[src/rtl/sched_pkg.sv]
package sched_pkg;
  // index width for a count of items, never below one bit
  function automatic int unsigned idx_width(input int unsigned count);
    return (count > 1) ? $clog2(count) : 1;
  endfunction
endpackage

[src/rtl/thread_cooldown.sv]
module thread_cooldown #(
  parameter int unsigned PIPE_DEPTH = 4
) (
  input  logic clk,
  input  logic rst,
  input  logic issued,
  output logic clear
);
  localparam int unsigned CW = sched_pkg::idx_width(PIPE_DEPTH);
  localparam logic [CW-1:0] RELOAD = CW'(PIPE_DEPTH - 1);

  logic [CW-1:0] remain_q;

  always_ff @(posedge clk) begin
    if (rst) begin
      remain_q <= '0;
    end else if (issued) begin
      remain_q <= RELOAD;
    end else if (remain_q != '0) begin
      remain_q <= remain_q - 1'b1;
    end
  end

  assign clear = (remain_q == '0);
endmodule

[src/rtl/rr_picker.sv]
module rr_picker #(
  parameter int unsigned NUM_REQ = 8
) (
  input  logic [NUM_REQ-1:0]                          req,
  input  logic [sched_pkg::idx_width(NUM_REQ)-1:0]    start,
  output logic                                        found,
  output logic [sched_pkg::idx_width(NUM_REQ)-1:0]    winner
);
  localparam int unsigned IW = sched_pkg::idx_width(NUM_REQ);

  always_comb begin
    found  = 1'b0;
    winner = '0;
    for (int off = 0; off < int'(NUM_REQ); off++) begin
      int cand;
      cand = int'(start) + off;
      if (cand >= int'(NUM_REQ)) cand = cand - int'(NUM_REQ);
      if (!found && req[cand]) begin
        found  = 1'b1;
        winner = IW'(cand);
      end
    end
  end
endmodule

[src/rtl/thread_issue_sched.sv]
module thread_issue_sched #(
  parameter int unsigned NUM_THREADS = 8,
  parameter int unsigned PIPE_DEPTH  = 4
) (
  input  logic                                          clk,
  input  logic                                          rst,
  input  logic [NUM_THREADS-1:0]                        active_mask,
  input  logic [NUM_THREADS-1:0]                        ready_mask,
  output logic                                          issue_valid,
  output logic [sched_pkg::idx_width(NUM_THREADS)-1:0]  issue_tid
);
  localparam int unsigned TW = sched_pkg::idx_width(NUM_THREADS);
  localparam logic [TW-1:0] LAST_TID = TW'(NUM_THREADS - 1);

  logic [NUM_THREADS-1:0] spaced;
  logic [NUM_THREADS-1:0] eligible;
  logic [NUM_THREADS-1:0] grant_vec;
  logic                   pick_any;
  logic [TW-1:0]          pick_idx;
  logic [TW-1:0]          rot_q;

  assign eligible = active_mask & ready_mask & spaced;

  rr_picker #(.NUM_REQ(NUM_THREADS)) u_pick (
    .req    (eligible),
    .start  (rot_q),
    .found  (pick_any),
    .winner (pick_idx)
  );

  genvar t;
  generate
    for (t = 0; t < NUM_THREADS; t++) begin : g_thr
      assign grant_vec[t] = pick_any && (pick_idx == TW'(t));

      thread_cooldown #(.PIPE_DEPTH(PIPE_DEPTH)) u_cool (
        .clk    (clk),
        .rst    (rst),
        .issued (grant_vec[t]),
        .clear  (spaced[t])
      );

      // R3 checker: cycles since this thread last appeared on the outputs
      int unsigned since_q;
      always_ff @(posedge clk) begin
        if (rst) since_q <= PIPE_DEPTH;
        else if (issue_valid && issue_tid == TW'(t)) since_q <= 1;
        else if (since_q < PIPE_DEPTH) since_q <= since_q + 1;
      end
      a_r3_min_gap: assert property (@(posedge clk) disable iff (rst)
        (issue_valid && issue_tid == TW'(t)) |-> (since_q >= PIPE_DEPTH));

      // R8 checker: consecutive cycles eligible without being granted
      int unsigned pass_q;
      always_ff @(posedge clk) begin
        if (rst) pass_q <= 0;
        else if (eligible[t] && !grant_vec[t]) pass_q <= pass_q + 1;
        else pass_q <= 0;
      end
      a_r8_wait_bound: assert property (@(posedge clk) disable iff (rst)
        pass_q < NUM_THREADS);
    end
  endgenerate

  always_ff @(posedge clk) begin
    if (rst) begin
      rot_q       <= '0;
      issue_valid <= 1'b0;
      issue_tid   <= '0;
    end else begin
      issue_valid <= pick_any;
      issue_tid   <= pick_any ? pick_idx : '0;
      if (pick_any) rot_q <= (pick_idx == LAST_TID) ? '0 : pick_idx + 1'b1;
    end
  end

  a_r2_issue_source: assert property (@(posedge clk) disable iff (rst)
    issue_valid |->
      ((($past(active_mask & ready_mask)) >> issue_tid) & NUM_THREADS'(1)) != '0);

  a_r7_work_conserving: assert property (@(posedge clk) disable iff (rst)
    (|eligible) |=> issue_valid);

  a_r1_idle_without_threads: assert property (@(posedge clk) disable iff (rst)
    (active_mask == '0) |=> !issue_valid);
endmodule

[config.mk]
export PLATFORM = sky130hd
export DESIGN_NAME = thread_issue_sched
export DESIGN_NICKNAME = d
export VERILOG_FILES = /design/src/rtl/sched_pkg.sv /design/src/rtl/thread_cooldown.sv /design/src/rtl/rr_picker.sv /design/src/rtl/thread_issue_sched.sv
export SDC_FILE = /design/constraint.sdc
export NUM_CORES = 1
export LEC_CHECK = 0
export BUFFER_PORTS_ARGS = -buffer_cell sky130_fd_sc_hd__buf_4
export CAP_MARGIN = 0
export CELL_PAD_IN_SITES_DETAIL_PLACEMENT = 1
export CELL_PAD_IN_SITES_GLOBAL_PLACEMENT = 1
export CORE_MARGIN = 10
export CORE_UTILIZATION = 50
export CTS_CLUSTER_SIZE = 20
export DETAILED_ROUTE_END_ITERATION = 8
export PLACE_DENSITY_LB_ADDON = 0.1
export SETUP_SLACK_MARGIN = 0.02
export SLEW_MARGIN = 20
export SYNTH_ARGS = -nofsm -noshare
export SYNTH_HDL_FRONTEND = slang
export SYNTH_SLANG_ARGS = --single-unit
[constraint.sdc]
create_clock -name clk -period 5.4 [get_ports clk]
set_input_delay 0.54 -clock clk [delete_from_list [all_inputs] [get_ports clk]]
set_output_delay 0.54 -clock clk [all_outputs]
set_load 0.005 [all_outputs]
# ---- Word-level counts from Yosys, hierarchy flattened
# Index checks and enable logic that the tools add are counted.
dict set report totals {
  romBits 0
  ramBits 0
  reg_bits 23
  latchBits 0
  inputBits 18
  n_memories 0
}
dict set report classes {
  n_reduce_logical 48
  n_mux 65
  n_shift 0
  bitwise_logic 3
  addsub 24
  div_mod_pow 0
  n_eq_ne 7
  multipliers 0
  n_lt_le_gt_ge 16
}
# operator count
set ops {}
lappend ops {{$lt A32 B5 Y1 const B} 8}
lappend ops {{$mux W32} 8}
lappend ops {{$ge A32 B5 Y1 const B} 7}
lappend ops {{$sub A32 B5 Y32 const B} 7}
lappend ops {{$mux W2} 16}
lappend ops {{$reduce_bool A2 Y1} 16}
lappend ops {{$mux W3} 9}
lappend ops {{$bmux W1 S3} 8}
lappend ops {{$mux W1} 24}
lappend ops {{$add A3 B3 Y4 const B} 4}
lappend ops {{$and A8 B8 Y8} 2}
lappend ops {{$logic_not A2 Y1} 8}
lappend ops {{$sub A2 B1 Y2 const B} 8}
lappend ops {{$logic_and A1 B1 Y1} 15}
lappend ops {{$eq A3 B3 Y1 const B} 4}
lappend ops {{$add A3 B2 Y4 const B} 2}
lappend ops {{$logic_not A1 Y1} 7}
lappend ops {{$eq A3 B2 Y1 const B} 2}
lappend ops {{$sub A3 B4 Y5 const B} 1}
lappend ops {{$add A3 B1 Y4 const B} 1}
lappend ops {{$ge A3 B4 Y1 const B} 1}
lappend ops {{$add A3 B1 Y3 const B} 1}
lappend ops {{$eq A3 B1 Y1 const B} 1}
lappend ops {{$logic_not A3 Y1} 1}
lappend ops {{other kinds (2)} 2}

# ---- Logic depth before layout (Yosys ltp)
# Gate-level depths: netlist (run 1).
dict set report depth {
  word_depth 30
  mapped_depth 18
  depth_no_buf 14
}

# ---- Cells and area by module
# A second synthesis (run 1) with hierarchy kept.
dict set report hier_totals {
  cells_unflattened 227
  hier_area_um2 1990.7
}
# module cells_per_inst n_inst seq_area_each_um2 area_per_inst_um2
set modules_own_cells {}
lappend modules_own_cells {rr_picker 100 1 0.0 813.3}
lappend modules_own_cells {thread_cooldown 10 8 40.0 96.3}
lappend modules_own_cells {thread_issue_sched 47 1 140.1 406.6}

# ---- Worst setup path before layout (run 1)
# No wires, ideal clock.
dict set report synth_path {
  path_kind {reg-to-reg}
  startpoint {register rot_q[0]}
  endpoint {register rot_q[1]}
  synth_period_minus_slack_ns 3.734
  required_ns 5.330
  setup_slack_ns 1.666
  t_arrival_ns 3.664
  stages_incl_launch_ff 17
  setup_ns 0.070
  path_cell_list {dfxtp_1 buf_2 inv_2 buf_2 ha_1 buf_6 mux2i_1 mux4_2 nand2b_1 a211oi_1 a211oi_1 o31ai_2 inv_1 ha_1 ha_1 or3_1 a21oi_1}
}
dict set report synth_between {
  elab_chain_cells 29
  word_cells_on_any_way 88
}
# element line
set synth_rtl {}
lappend synth_rtl {{start: declaration} thread_issue_sched.sv:20} ;# logic [TW-1:0] rot_q;
lappend synth_rtl {{start signal: assignment} thread_issue_sched.sv:73} ;# if (pick_any) rot_q <= (pick_idx == LAST_TID) ? '0 : pick_idx + 1'b1;
lappend synth_rtl {{branches (longest 26 deep; another with $sub A32 B5 Y32)} -}
lappend synth_rtl {{$mux W3 *} rr_picker.sv:18} ;# if (!found && req[cand]) begin
lappend synth_rtl {{named net pick_idx[1]} thread_issue_sched.sv:19} ;# logic [TW-1:0] pick_idx;
lappend synth_rtl {{$add A3 B1 Y3 / $eq A3 B3 Y1 (equally long branches)} thread_issue_sched.sv:73}
lappend synth_rtl {{$mux W3 *} thread_issue_sched.sv:73}
# Mark *: on every way through the listed nets, which the timed path passes. The select of a mux whose other input is x is not followed.
# A chain may end at the register's enable or synchronous reset.

# ---- Final worst setup path (run 1)
dict set report layout_path {
  startpoint {register rot_q[1]}
  endpoint {register rot_q[1]}
}
# The elaborated chain is that of the path after synthesis.

==> results of run 1 <==
==> worst max-delay path by stage <==
stage / startpoint / endpoint / depth (start not counted)
3_5_place_dp: rot_q[1] / rot_q[1] / 13
6_report: rot_q[1] / rot_q[1] / 13
4_1_cts: rot_q[1] / rot_q[1] / 13
2_1_floorplan: rot_q[0] / rot_q[1] / 16
3_3_place_gp: rot_q[1] / rot_q[1] / 13
5_1_grt: rot_q[1] / rot_q[1] / 14
==> metal layers <==
metal,global-route usage,part of all wire,wire [um]
met1,0.2010,0.42,2839
met2,0.2930,0.52,3494
met3,0.02078,0.042,281
met4,0.04111,0.016,106
met5,0,0,0
==> synth_stat cells (3+ instances only) <==
| master | number | area share |
|---|---|---|
| dfxtp_1 | 23 | 0.19 |
| a21oi_1 | 22 | 0.045 |
| inv_1 | 22 | 0.034 |
| ha_1 | 16 | 0.082 |
| nor2_1 | 13 | 0.020 |
| nand2_1 | 10 | 0.015 |
| o21ai_0 | 10 | 0.020 |
| xor2_1 | 10 | 0.036 |
| mux2_2 | 9 | 0.041 |
| mux2i_1 | 9 | 0.037 |
| buf_2 | 8 | 0.016 |
| mux4_2 | 8 | 0.074 |
| nand2b_1 | 8 | 0.020 |
| mux4_1 | 6 | 0.064 |
| nand3_2 | 6 | 0.025 |
| o2bb2ai_1 | 6 | 0.021 |
| nor3_1 | 5 | 0.010 |
| nor3_2 | 5 | 0.020 |
| clkbuf_1 | 4 | 0.0061 |
| nor2b_1 | 4 | 0.010 |
| a211oi_1 | 3 | 0.0092 |
| a221oi_1 | 3 | 0.011 |
| nand4b_1 | 3 | 0.011 |
| o221ai_1 | 3 | 0.011 |
==> sequential cells by signal, indices dropped and copies added (netlist names) <==
signal,cells
issue_valid,1
issue_tid,3
g_thr.u_cool.remain_q,16
rot_q,3
==> power groups by stage <==
stage          Clock [mW]  Sequential (mW)  Combinational, mW
2_1_floorplan           0            0.273               1.20
3_3_place_gp            0            0.298               1.45
3_5_place_dp            0            0.303               1.49
4_1_cts             0.109            0.299               1.51
5_1_grt             0.117            0.309               1.67
6_report            0.111            0.298               1.50
==> cell type report <==
type,count,area (um^2),area share
clock inverter,1,5.005,0.001885
multi-input combinational,199,1802,0.6786
tap,67,83.83,0.03157
timing repair buffer,23,172.7,0.06503
sequential,23,460.4,0.1734
clock buffer,3,41.29,0.01555
inverter,24,90.09,0.03393
==> stage by stage <==
step / area [um^2] / instances / worst slack, ns
finish: 2655 / 340 / 0.7338
global route: 2655 / 340 / 0.4137
CTS: 2655 / 340 / 0.7915
detailed placement: 2609 / 336 / 0.8657
global placement: 2609 / 336 / 1.046
floorplan: 2445 / 262 / 1.666
==> critical path, delay by kind of cell, from the launching register on <==
family / cells / cell delay, ns
AOI/OAI and AO/OA: 4 / 0.91
adders and majority gates: 3 / 1.07
buffers and inverters: 2 / 0.47
DFF: 1 / 0.65
muxes: 2 / 1.03
and+or+nand+nor: 2 / 0.47
==> kinds of logic (layout without fill, tap and decap cells) <==
group / after synthesis / count (layout) / share of synthesized area
and+or+nand+nor: 68 / 68 / 0.1817
buffers and inverters: 40 / 51 / 0.07472
DFF: 23 / 23 / 0.1883
muxes: 32 / 32 / 0.2165
adders and majority gates: 16 / 16 / 0.08188
xor gates and xnor gates: 12 / 12 / 0.04299
AOI/OAI and AO/OA: 71 / 71 / 0.2139
==> impl_metrics.env, run 1 <==
export IMPL_vias=2089
export IMPL_synthArstFlopShare=0
export IMPL_nNetsFinal=308
export IMPL_die_area_mm2=0.008087
export IMPL_p_seq_frac=0.156
export IMPL_min_period_ns=4.666
export IMPL_slew_limit_headroom=0.4019
export IMPL_max_freq_mhz=214.3
export IMPL_clk_pin_slew_ns=0.09
export IMPL_die_w_um=89.93
export IMPL_drv_cap=0
export IMPL_worstPathArrival_ns=4.87
export IMPL_drc=0
export IMPL_intPower_mw=0.9450
export IMPL_yosysSeqAreaShare=0.1883
export IMPL_numCtsBuffers=3
export IMPL_ys_flop_type="dfxtp_1"
export IMPL_power_switching_mw=0.9683
export IMPL_cts_root_buf="clkbuf_8"
export IMPL_whs_ns=0.5347
export IMPL_post_route_period_util=0.8641
export IMPL_routedWlPerCell_um=19.76
export IMPL_wl_mm=6.720
export IMPL_skew_ns=0.007659
export IMPL_p_sw_frac=0.5061
export IMPL_rsz0062_at_grt="false"
export IMPL_r2r_cells=13
export IMPL_grt_pass1_wl_mm=11.27
export IMPL_drtPass1Iterations=4
export IMPL_endpoint_kind="flop"
export IMPL_io_buffers=21
export IMPL_fillCellCount=559
export IMPL_hold_viol=0
export IMPL_syn_area_mm2=0.002445
export IMPL_setup_tns_ns=0
export IMPL_drtIter0Drc=131
export IMPL_clockBufferDepth=2
export IMPL_io_pins=22
export IMPL_start_util=0.5176
export IMPL_grt_overflow_total=0
export IMPL_worstMarginPinSlew_ns=0.8922
export IMPL_dieHeight_um=89.93
export IMPL_cp_required_ns=5.61
export IMPL_cts_repair_resized=0
export IMPL_combPwrFrac=0.786
export IMPL_fin_util=0.5621
export IMPL_r2r_slack_ns=0.73
export IMPL_min_delay_start="g_thr[4].u_cool.remain_q[1]"
export IMPL_setup_viol=0
export IMPL_hp_class="flop to flop"
export IMPL_ys_ff_latch=23
export IMPL_crit_top_cell="ha_1"
export IMPL_dpl_hpwl_mm=5.206
export IMPL_syn_nets=296
export IMPL_core_area_mm2=0.004723
export IMPL_worstPathMaxFanout=12
export IMPL_cp_start_kind="flop"
export IMPL_clock_sinks=23
export IMPL_ys_types=59
export IMPL_num_antenna_cells=0
export IMPL_final_cell_mix="23 x dfxtp_1, 23 x buf_4, 22 x inv_1, 22 x a21oi_1, 16 x ha_1"
export IMPL_grt_antenna_before_repair=0
export IMPL_path_class="flop to flop"
export IMPL_status="finished, final reports clean"
export IMPL_clk_latency_ns=0.27
export IMPL_min_to="g_thr[4].u_cool.remain_q[1]"
export IMPL_grt_pass1_vias=2207
export IMPL_leakagePower_nw=1.043
export IMPL_cp_cell_sequence="inv_1, ha_1, mux4_1, mux2i_1, nor2_1, a221oi_1, a21oi_1, o31ai_2, inv_1, ha_1, ha_1, or3_1, a21oi_1"
export IMPL_vias_per_cell=6.144
export IMPL_cts_hold_buf=0
export IMPL_syn_avg_cell_area_um2=9.331
export IMPL_hold_depth=2
export IMPL_cts_tree="yes"
export IMPL_ant_nets=0
export IMPL_gp_congestion=0.9238
export IMPL_crit_reg2reg_capture="rot_q[1]"
export IMPL_synth_edff_count=0
export IMPL_drive_gt1_frac=0.2564
export IMPL_rows=25
export IMPL_grt_usage=0.1638
export IMPL_clock_power_share=0.058
export IMPL_synthToLayoutAreaGrowth_pct=8.598
export IMPL_power_mw=1.913
export IMPL_r2r_start="rot_q[1]"
export IMPL_pwr_density_cell_mw_per_mm2=720.6
export IMPL_peakVddDrop_v=0.0005176
export IMPL_grt_max_degree=25
export IMPL_synthCells=262
export IMPL_slowest_stage="mux4_1"
export IMPL_slew_viol_final=0
export IMPL_cts_htree_levels=1
export IMPL_yosysWarnings=0
export IMPL_postCtsSetupRepairBufs=0
export IMPL_max_stage_delay_ns=0.69
Power figures use the tool's default switching activity.
==> run 2: changes to the inputs <==
--- a/config.mk
+++ b/config.mk
@@ -5,12 +5,13 @@
 export SDC_FILE = /design/constraint.sdc
 export NUM_CORES = 1
 export LEC_CHECK = 0
+export ABC_AREA = 1
 export BUFFER_PORTS_ARGS = -buffer_cell sky130_fd_sc_hd__buf_4
 export CAP_MARGIN = 0
 export CELL_PAD_IN_SITES_DETAIL_PLACEMENT = 1
 export CELL_PAD_IN_SITES_GLOBAL_PLACEMENT = 1
 export CORE_MARGIN = 10
-export CORE_UTILIZATION = 50
+export CORE_UTILIZATION = 46
 export CTS_CLUSTER_SIZE = 20
 export DETAILED_ROUTE_END_ITERATION = 8
 export PLACE_DENSITY_LB_ADDON = 0.1
==> run 2 against run 1 <==
Compared with the run above: via count down 8.2%; synthesized cell count up 7.6%; critical path depth up 3; die area down 9.3%; register-to-register slack better by 0.70 ns.
==> impl_metrics.env, run 2 <==
export IMPL_core_area_mm2=0.004086
export IMPL_fillCellCount=567
export IMPL_clk_latency_ns=0.27
export IMPL_grt_max_degree=21
export IMPL_cp_required_ns=5.59
export IMPL_top_regs="g_thr.u_cool.remain_q: 16 flops, issue_tid: 3 flops, rot_q: 3 flops"
export IMPL_wl_mm=5.525
export IMPL_syn_nets=316
export IMPL_endpoint_kind="flop"
export IMPL_yosysWarnings=0
export IMPL_synthTopCellsByArea="dfxtp_1 23%, nand3_1 11%, ha_1 10%"
export IMPL_dpl_cell_area_mm2=0.002152
export IMPL_grt_pass1_wl_mm=9.384
export IMPL_synthCells=282
export IMPL_min_period_ns=3.963
export IMPL_clk_pin_slew_ns=0.08
export IMPL_postCtsSetupRepairBufs=0
export IMPL_hp_class="flop to flop"
export IMPL_post_route_period_util=0.7339
export IMPL_ys_flop_type="dfxtp_1"
export IMPL_regMostFlops="g_thr.u_cool.remain_q"
export IMPL_synthTopCellsByCount="50 x nand2_1, 42 x nand3_1, 31 x inv_1"
export IMPL_cts_hold_buf=0
export IMPL_ys_ff_latch=23
export IMPL_die_w_um=85.64
export IMPL_skew_ns=0.003707
export IMPL_drtIter0Drc=58
export IMPL_grt_usage=0.1524
export IMPL_rows=23
export IMPL_syn_area_mm2=0.001982
export IMPL_cts_repair_resized=0
export IMPL_ys_types=29
export IMPL_setup_tns_ns=0
export IMPL_drv_cap=0
export IMPL_drive_gt1_frac=0.2033
export IMPL_nNetsFinal=335
export IMPL_final_cell_mix="50 x nand2_1, 42 x nand3_1, 31 x inv_1, 27 x a21oi_1, 23 x dfxtp_1"
export IMPL_worstPathArrival_ns=4.15
export IMPL_yosysTopAreaCellShare=0.2323
export IMPL_max_freq_mhz=252.3
export IMPL_io_pins=22
export IMPL_worstPathMaxFanout=15
export IMPL_status="finished, final reports clean"
export IMPL_synthToLayoutAreaGrowth_pct=10.86
export IMPL_vias_per_cell=5.477
export IMPL_path_class="flop to flop"
export IMPL_synth_most_common_cell="nand2_1"
export IMPL_cts_tree="yes"
export IMPL_num_antenna_cells=0
export IMPL_drtPass1Iterations=4
export IMPL_fin_area_mm2=0.002197
export IMPL_largest_reg_flops=16
export IMPL_worstMarginPinSlew_ns=0.6585
export IMPL_synth_edff_count=0
export IMPL_drc=0
export IMPL_grt_pass1_vias=2016
export IMPL_clockBufferDepth=2
export IMPL_cp_start_kind="flop"
export IMPL_final_common_cell="nand2_1"
export IMPL_io_buffers=21
export IMPL_setup_viol=0
export IMPL_grt_overflow_total=0
export IMPL_start_util=0.4850
export IMPL_dieHeight_um=85.64
export IMPL_syn_avg_cell_area_um2=7.028
export IMPL_synth_compound_area_frac=0.08586
export IMPL_grt_antenna_before_repair=0
export IMPL_synth_top_cell_by_area="dfxtp_1"
export IMPL_multiInputGateArea_mm2=0.001330
export IMPL_synth_simple_area_share=0.4242
export IMPL_synth_mux_area_frac=0
export IMPL_synth_top_family_by_area="simple AND/OR/NAND/NOR gates"
export IMPL_gp_congestion=0.8953
export IMPL_synthArstFlopShare=0
export IMPL_dpl_hpwl_mm=4.570
export IMPL_cts_htree_levels=1
export IMPL_synth_fa_ha_area_frac=0.1010
export IMPL_hold_viol=0
export IMPL_slew_viol_final=0
export IMPL_fin_ws_ns=1.437
export IMPL_post_place_ws_ns=1.487
export IMPL_vias=1917
export IMPL_cts_root_buf="clkbuf_8"
export IMPL_die_area_mm2=0.007334
export IMPL_numCtsBuffers=3
export IMPL_routedWlPerCell_um=15.79
export IMPL_synth_xor_area_frac=0.05997
export IMPL_clock_sinks=23
export IMPL_ant_nets=0
export IMPL_slew_limit_headroom=0.5604
export IMPL_yosysSeqAreaShare=0.2323
export IMPL_seqCellArea_um2=460.4
export IMPL_rsz0062_at_grt="false"
[run 2: cell count changes after synthesis, sizes merged, moves of 8 or more]
| cell | previous run | this run |
|---|---|---|
| mux4 | 14 | 0 |
| mux2i | 9 | 0 |
| o21ai | 10 | 2 |
| nand2b | 8 | 0 |
| nand4 | 3 | 17 |
| nand2 | 10 | 59 |
| inv | 24 | 37 |
| mux2 | 9 | 0 |
| nor2 | 13 | 25 |
| nand3 | 8 | 52 |
[run 2: per-stage QoR]
stage,cells,util,hold slack (ns)
floorplan,282,-,0.5070
global placement,346,0.5266,0.5184
detailed placement,346,0.5266,0.5246
CTS,350,0.5377,0.5363
global route,350,0.5377,0.5723
finish,350,0.5377,0.5336
[run 2: layer usage]
layer | wire [um] | up-vias | GRT usage
met5 | 0 | - | 0
met4 | 80 | 0 | 0.03743
met3 | 151 | 9 | 0.02081
met2 | 2804 | 27 | 0.2779
met1 | 2488 | 902 | 0.1813
li1 | - | 979 | -
[run 2: kinds of logic after synthesis]
logic type / Yosys count
XOR/XNOR: 11
AO/OA/AOI/OAI: 32
AND/OR/NAND/NOR: 156
buffers and inverters: 44
adder cells (fa/ha/maj): 16
flip-flops: 23
[run 2: worst max-delay path, cell delays in order, from the launching register on]
cell and delay, ns:
dfxtp_1 0.68, inv_2 0.25, ha_1 0.58, inv_1 0.23
nand3_1 0.15, nand3_1 0.13, nand2_2 0.14, nand4_4 0.13
nor2_4 0.17, nand3_4 0.13, nor2_4 0.13, nand2_1 0.06
o21ai_0 0.20, inv_1 0.13, ha_1 0.23, ha_1 0.31
a211oi_2 0.23
[run 2: final timing paths]
path / start / to / slack (ns) / cells past startpoint
max: rot_q[0] / rot_q[2] / 1.44 / 16
min: g_thr[2].u_cool.remain_q[1] / g_thr[2].u_cool.remain_q[1] / 0.53 / 2
max reg2reg: rot_q[0] / rot_q[2] / 1.44 / 16
min reg2reg: g_thr[2].u_cool.remain_q[1] / g_thr[2].u_cool.remain_q[1] / 0.53 / 2
[run 2: area by class of cell]
| class | instances | area share |
|---|---|---|
| Sequential cell | 23 | 0.2096 |
| Timing Repair Buffer | 21 | 0.07175 |
| Tap cell | 50 | 0.02847 |
| Clock buffer | 4 | 0.02050 |
| Multi-Input combinational cell | 215 | 0.6054 |
| Inverter | 37 | 0.06435 |
Power of run 2 is left out: the tool's default activity adds up to more than one toggle a clock period on the data nets, which glitch-free logic cannot reach.
